## config.mk

```make
export PLATFORM = sky130hd
export DESIGN_NAME = rx_admit_ctrl
export DESIGN_NICKNAME = d
export VERILOG_FILES = /design/src/rtl/rx_admit_pkg.sv /design/src/rtl/rx_admit_counters.sv /design/src/rtl/rx_admit_gate.sv /design/src/rtl/rx_admit_resp.sv /design/src/rtl/rx_admit_ctrl.sv
export SDC_FILE = /design/constraint.sdc
export NUM_CORES = 1
export LEC_CHECK = 0
export ABC_AREA = 1
export BUFFER_PORTS_ARGS = -buffer_cell sky130_fd_sc_hd__buf_2
export CORE_ASPECT_RATIO = 0.9
export CORE_MARGIN = 3
export CORE_UTILIZATION = 54
export DETAILED_ROUTE_END_ITERATION = 10
export HOLD_SLACK_MARGIN = 0.03
export PLACE_DENSITY = 0.83
export REMOVE_ABC_BUFFERS = 1
export SLEW_MARGIN = 5
export SYNTH_ARGS = -nofsm -noshare
export SYNTH_HDL_FRONTEND = slang
export SYNTH_SLANG_ARGS = --single-unit
```

## constraint.sdc

```tcl
create_clock -name clk -period 2 [get_ports clk]
set_clock_uncertainty 0.15 [all_clocks]
set_input_delay 0.3 -clock clk [delete_from_list [all_inputs] [get_ports clk]]
set_output_delay 0.3 -clock clk [all_outputs]
set_load 0.05 [all_outputs]
```

## src/rtl/rx_admit_pkg.sv

```systemverilog
package rx_admit_pkg;
  typedef enum logic [1:0] {
    VERDICT_NONE    = 2'd0,
    VERDICT_DISCARD = 2'd1,
    VERDICT_PUSH    = 2'd2
  } verdict_e;
endpackage

```

## src/rtl/rx_admit_counters.sv

```systemverilog
module rx_admit_counters #(
  parameter int LEN_W = 16,
  parameter int CNT_W = 32
) (
  input  logic             clk,
  input  logic             rst,
  input  logic             arrive,
  input  logic [LEN_W-1:0] len,
  output logic [CNT_W-1:0] bytes_q,
  output logic [CNT_W-1:0] frames_q
);
  logic armed;

  always_ff @(posedge clk) begin
    if (rst) begin
      bytes_q  <= '0;
      frames_q <= '0;
      armed    <= 1'b0;
    end else begin
      armed <= 1'b1;
      if (arrive) begin
        bytes_q  <= bytes_q + CNT_W'(len);
        frames_q <= frames_q + 1'b1;
      end
    end
  end

  // frame counter moves by exactly the arrival bit of the prior cycle
  assert_frame_step_R1: assert property (@(posedge clk) disable iff (rst || !armed)
    frames_q == $past(frames_q) + CNT_W'($past(arrive)));
  // byte counter holds when nothing arrived
  assert_bytes_hold_R1: assert property (@(posedge clk) disable iff (rst || !armed)
    !$past(arrive) |-> $stable(bytes_q));
endmodule

```

## src/rtl/rx_admit_gate.sv

```systemverilog
module rx_admit_gate
  import rx_admit_pkg::*;
#(
  parameter int LVL_W = 8
) (
  input  logic             arrive,
  input  logic             rx_enable,
  input  logic             filt_enable,
  input  logic             filt_drop,
  input  logic [LVL_W-1:0] fifo_level,
  input  logic [LVL_W-1:0] high_mark,
  output verdict_e         verdict,
  output logic             over_mark
);
  always_comb begin
    verdict = VERDICT_NONE;
    if (arrive) begin
      if (!rx_enable)                    verdict = VERDICT_DISCARD;
      else if (filt_enable && filt_drop) verdict = VERDICT_DISCARD;
      else                               verdict = VERDICT_PUSH;
    end
  end

  assign over_mark = (verdict == VERDICT_PUSH) && (fifo_level >= high_mark);

  // a disabled receiver never attempts a push
  always_comb assert_no_push_disabled_R2: assert (!(verdict == VERDICT_PUSH && !rx_enable));
  // an enabled filter drop never attempts a push
  always_comb assert_no_push_filtered_R3: assert (!(verdict == VERDICT_PUSH && filt_enable && filt_drop));
endmodule

```

## src/rtl/rx_admit_resp.sv

```systemverilog
module rx_admit_resp
  import rx_admit_pkg::*;
(
  input  logic     clk,
  input  logic     rst,
  input  verdict_e verdict,
  input  logic     over_mark,
  input  logic     push_ready,
  input  logic     rdptr_at_end,
  output logic     resp_ok,
  output logic     resp_fail,
  output logic     irq_rx_high,
  output logic     irq_rx_pkt,
  output logic     rx_kick,
  output logic     rdptr_backup
);
  logic pushed, refused, armed;

  assign pushed  = (verdict == VERDICT_PUSH) && push_ready;
  assign refused = (verdict == VERDICT_PUSH) && !push_ready;

  always_ff @(posedge clk) begin
    if (rst) begin
      resp_ok      <= 1'b0;
      resp_fail    <= 1'b0;
      irq_rx_high  <= 1'b0;
      irq_rx_pkt   <= 1'b0;
      rx_kick      <= 1'b0;
      rdptr_backup <= 1'b0;
      armed        <= 1'b0;
    end else begin
      armed        <= 1'b1;
      resp_ok      <= (verdict == VERDICT_DISCARD) || pushed;
      resp_fail    <= refused;
      irq_rx_high  <= over_mark;
      irq_rx_pkt   <= pushed;
      rx_kick      <= pushed;
      rdptr_backup <= pushed && rdptr_at_end;
    end
  end

  // never both responses at once
  assert_one_resp_R8: assert property (@(posedge clk) disable iff (rst)
    $onehot0({resp_ok, resp_fail}));
  // a refusal follows a push attempt the FIFO declined
  assert_fail_cause_R5: assert property (@(posedge clk) disable iff (rst || !armed)
    resp_fail |-> ($past(verdict) == VERDICT_PUSH && !$past(push_ready)));
  // packet interrupt only alongside a success response and kick
  assert_pkt_with_ok_R6: assert property (@(posedge clk) disable iff (rst)
    irq_rx_pkt |-> (resp_ok && rx_kick));
  // pointer backup only on a packet interrupt
  assert_backup_on_push_R7: assert property (@(posedge clk) disable iff (rst)
    rdptr_backup |-> irq_rx_pkt);
  // high-water interrupt only after a push attempt
  assert_high_needs_push_R4: assert property (@(posedge clk) disable iff (rst || !armed)
    irq_rx_high |-> ($past(verdict) == VERDICT_PUSH));
endmodule

```

## src/rtl/rx_admit_ctrl.sv

```systemverilog
module rx_admit_ctrl
  import rx_admit_pkg::*;
#(
  parameter int LEN_W = 16,
  parameter int LVL_W = 8,
  parameter int CNT_W = 32
) (
  input  logic             clk,
  input  logic             rst,
  input  logic             in_valid,
  output logic             in_ready,
  input  logic [LEN_W-1:0] in_len,
  input  logic             rx_enable,
  input  logic             filt_enable,
  input  logic             filt_drop,
  input  logic [LVL_W-1:0] fifo_level,
  input  logic [LVL_W-1:0] high_mark,
  output logic             push_valid,
  input  logic             push_ready,
  output logic [LEN_W-1:0] push_len,
  input  logic             rdptr_at_end,
  output logic             resp_ok,
  output logic             resp_fail,
  output logic             irq_rx_high,
  output logic             irq_rx_pkt,
  output logic             rx_kick,
  output logic             rdptr_backup,
  output logic [CNT_W-1:0] byte_count,
  output logic [CNT_W-1:0] pkt_count
);
  verdict_e verdict;
  logic     over_mark;
  logic     arrive;

  assign in_ready   = 1'b1;
  assign arrive     = in_valid && in_ready;
  assign push_valid = (verdict == VERDICT_PUSH);
  assign push_len   = in_len;

  rx_admit_counters #(.LEN_W(LEN_W), .CNT_W(CNT_W)) u_counters (
    .clk(clk), .rst(rst), .arrive(arrive), .len(in_len),
    .bytes_q(byte_count), .frames_q(pkt_count)
  );

  rx_admit_gate #(.LVL_W(LVL_W)) u_gate (
    .arrive(arrive), .rx_enable(rx_enable), .filt_enable(filt_enable),
    .filt_drop(filt_drop), .fifo_level(fifo_level), .high_mark(high_mark),
    .verdict(verdict), .over_mark(over_mark)
  );

  rx_admit_resp u_resp (
    .clk(clk), .rst(rst), .verdict(verdict), .over_mark(over_mark),
    .push_ready(push_ready), .rdptr_at_end(rdptr_at_end),
    .resp_ok(resp_ok), .resp_fail(resp_fail), .irq_rx_high(irq_rx_high),
    .irq_rx_pkt(irq_rx_pkt), .rx_kick(rx_kick), .rdptr_backup(rdptr_backup)
  );

  // the wire side is never stalled
  always_comb assert_ready_high_R8: assert (in_ready);
  // no push attempt without an arrival
  always_comb assert_push_needs_arrival_R8: assert (!push_valid || in_valid);
endmodule

```

==> out/qor.txt <==
GR Util met2 = 40.2%
Final ANT Viol Nets = 0
worst reg2reg endpoint = u_counters.bytes_q[10]$_SDFFE_PP0P_
critical path required time = 2100 ps
f_max = 520 MHz
port buffer count = 126
Core Area = 8650 µm²
clock root buffer = clkbuf_8
most frequent cells in the layout = nand2_1 (200), buf_2 (126), inv_1 (105)
Overall Power = 3.73 mW
total track usage = 24.3%
area of placed instances = 5520 µm²
Max Cap Viol = 0
height of the die = 95.8 µm
CP top delay family = simple AND/OR/NAND/NOR gates
flop2flop setup slack = 80 ps
worst r2r path cells = 8
maximum clock path buffer count = 2
sequential cell area = 1380 µm²
Worst Setup End Kind = flop
post-DP HPWL = 9770 µm
type of the most critical hold path = input port to flop
cell count after synthesis = 775
Initial Util = 55.9%
share of layout cells above drive strength 1 = 24.9%
Hold Crit Depth = 2
die area = 10,100 µm²
gr ovfl total = 0
Reg clk slew, reported paths = 80 ps
CTS sink cnt = 69
Final min period = 1920 ps
CP most frequent cell = nand3_1
Buf/Inv on CP = 1
DR vias/cell = 5.10
max incr delay on CP = 390 ps
drt total wl = 12,800 µm
met3 GRT Util = 4.90%
Finished Cell Area = 5860 µm²
register area share after synthesis = 28.6%
PD cells = 637 nW/µm²
status = complete, no violations
first drt pass iteration count = 5
nets = 961
Cell Area, Synth = 4830 µm²
Clock Latency Late Sink = 350 ps
arrival time worst endpoint = 2020 ps
row cnt = 32
worst r2r src = u_counters.bytes_q[0]$_SDFFE_PP0P_
multi-input logic area = 2970 µm²
DRT iter0 DRCs = 394
critical path's slowest cell = fa_2
ant diodes = 0
Max Slew Vio Count = 0
initial antenna violation count = 0
Final period util = 96.1%
async set or reset register ratio after synthesis = 0%
Setup Viol. Count Final = 0
largest net degree at the start of global routing = 38
I/O pins = 128
Static Leak = 3.00 nW
GPL Wtd Cong = 0.940
Die W = 106 µm
CTS Buf Count = 9
DR WL/cell = 12.6 µm
FILL cells = 816
Finished Layout Cells = 1,018
hold_sp = rdptr_at_end
global-route wire length before repair = 20,400 µm
RSZ-0062 raised after global routing = yes
GR peak layer = met2
Worst Tran Pin Value = 559 ps
Yosys warnings = 0
vias = 5,196
maximum VDD drop = 0.423 mV
Syn Area/Cell = 6.24 µm²
area growth from synthesis to layout = 21.1%
Distinct cells, synth = 39
CP Launch Type = flop
final hold violations = 0
CP Max Fanout = 3
Setup CP Type = flop to flop
CTS tree = done
Post-synth EDFFs = 0
most common library cell in the layout ignoring fill and taps = nand2_1
cell count after placement = 1,001
Sum Neg Setup Slack = 0 ps
met1 usage = 33.0%
Slew HR = 62.6%
H-tree levels = 3
hold endpoint = u_resp.rdptr_backup$_SDFF_PP0_
main flop type after synthesis = dfxtp_1
Setup crit start = u_counters.bytes_q[0]$_SDFFE_PP0P_
Residual DRC = 0
Synth Register Bits = 69
cells along the critical path = ha_2 -> fa_2 -> buf_4 -> nand3_1 -> nand3_1 -> or2_2 -> nand3_1 -> nand2_1
vias in the first global route = 4,527
[power breakdown]
part	internal, mW	leakage [nW]	switching, mW
combinational	0.361	2.34	0.772
sequential	1.42	0.560	0.0436
clock	0.569	0.0950	0.564
total	2.35	3.00	1.38
[how the worst max path moves through the flow]
stage	end	cells after the start
floorplan	u_counters.bytes_q[28]$_SDFFE_PP0P_	9
global placement	u_counters.bytes_q[12]$_SDFFE_PP0P_	12
detailed placement	u_counters.bytes_q[20]$_SDFFE_PP0P_	10
CTS	u_counters.bytes_q[20]$_SDFFE_PP0P_	9
global route	u_counters.bytes_q[8]$_SDFFE_PP0P_	11
finish	u_counters.bytes_q[10]$_SDFFE_PP0P_	8
[Yosys cell counts (6+ instances only)]
cell type / instances / area, µm²
a21oi_1: 45 / 225
buf_4: 19 / 143
clkbuf_1: 6 / 22.5
dfxtp_1: 69 / 1380
ha_1: 25 / 313
inv_1: 106 / 398
nand2_1: 211 / 792
nand2_2: 8 / 50.1
nand3_1: 59 / 295
nand4_1: 6 / 37.5
nor2_1: 107 / 402
nor2_2: 12 / 75.1
nor3_1: 12 / 60.1
o21ai_0: 21 / 105
xnor2_1: 6 / 52.6
xor2_1: 11 / 96.3
[routing by layer]
layer,vias up,routed length [µm]
li1,2675,-
met1,2338,5890
met2,165,5830
met3,18,931
met4,0,144
met5,-,0
[sequential cells by signal (all words and copies together) (netlist names)]
| signal | count |
|---|---|
| u_resp.resp_fail | 1 |
| u_counters.frames_q | 32 |
| u_resp.resp_ok | 1 |
| u_resp.irq_rx_high | 1 |
| u_counters.bytes_q | 32 |
| u_resp.irq_rx_pkt | 1 |
| u_resp.rdptr_backup | 1 |
[worst reg2reg max path: stages, from the launching register on]
cell     delay, ps
dfxtp_1        320
ha_2           190
fa_2           390
buf_4          150
nand3_1         70
nand3_1        140
or2_2          300
nand3_1         70
nand2_1         50
[layout make-up]
type | instances | area share [%]
clock buffers | 9 | 2.11
clock inverters | 6 | 1.11
inverters | 111 | 7.11
multi-input cells | 564 | 50.7
flip-flops and latches | 69 | 23.6
well taps | 119 | 2.54
repair buffers | 140 | 12.8
[cell families (layout without fill, tap and decap cells)]
family | after synthesis | after routing | share of synthesized area (%)
AO/OA/AOI/OAI | 73 | 73 | 8.00
XOR/XNOR | 17 | 17 | 3.08
adder cells (fa/ha/maj) | 26 | 26 | 6.88
buffers and inverters | 142 | 266 | 12.6
flip-flops | 69 | 69 | 28.6
other | 1 | 1 | 0.0776
AND/OR/NAND/NOR | 447 | 447 | 40.8
[repair_timing]
item | 4_1_cts | 5_1_grt
gates resized for setup | 0 | 35
setup endpoints to repair | 0 | 21
hold buffers | 1 | 0
hold endpoints to repair | 1 | 0
setup buffers | 0 | 1
[per-stage QoR]
stage	setup WS (ps)	hold slack, ps	utilization (%)
global route	-33.3	65.0	67.7
detailed placement	-66.1	324	63.9
floorplan	-124	219	-
global placement	-25.1	327	63.9
finish	77.6	63.5	67.7
CTS	44.8	56.2	66.2
No activity file was read; power rests on OpenSTA's default activity.
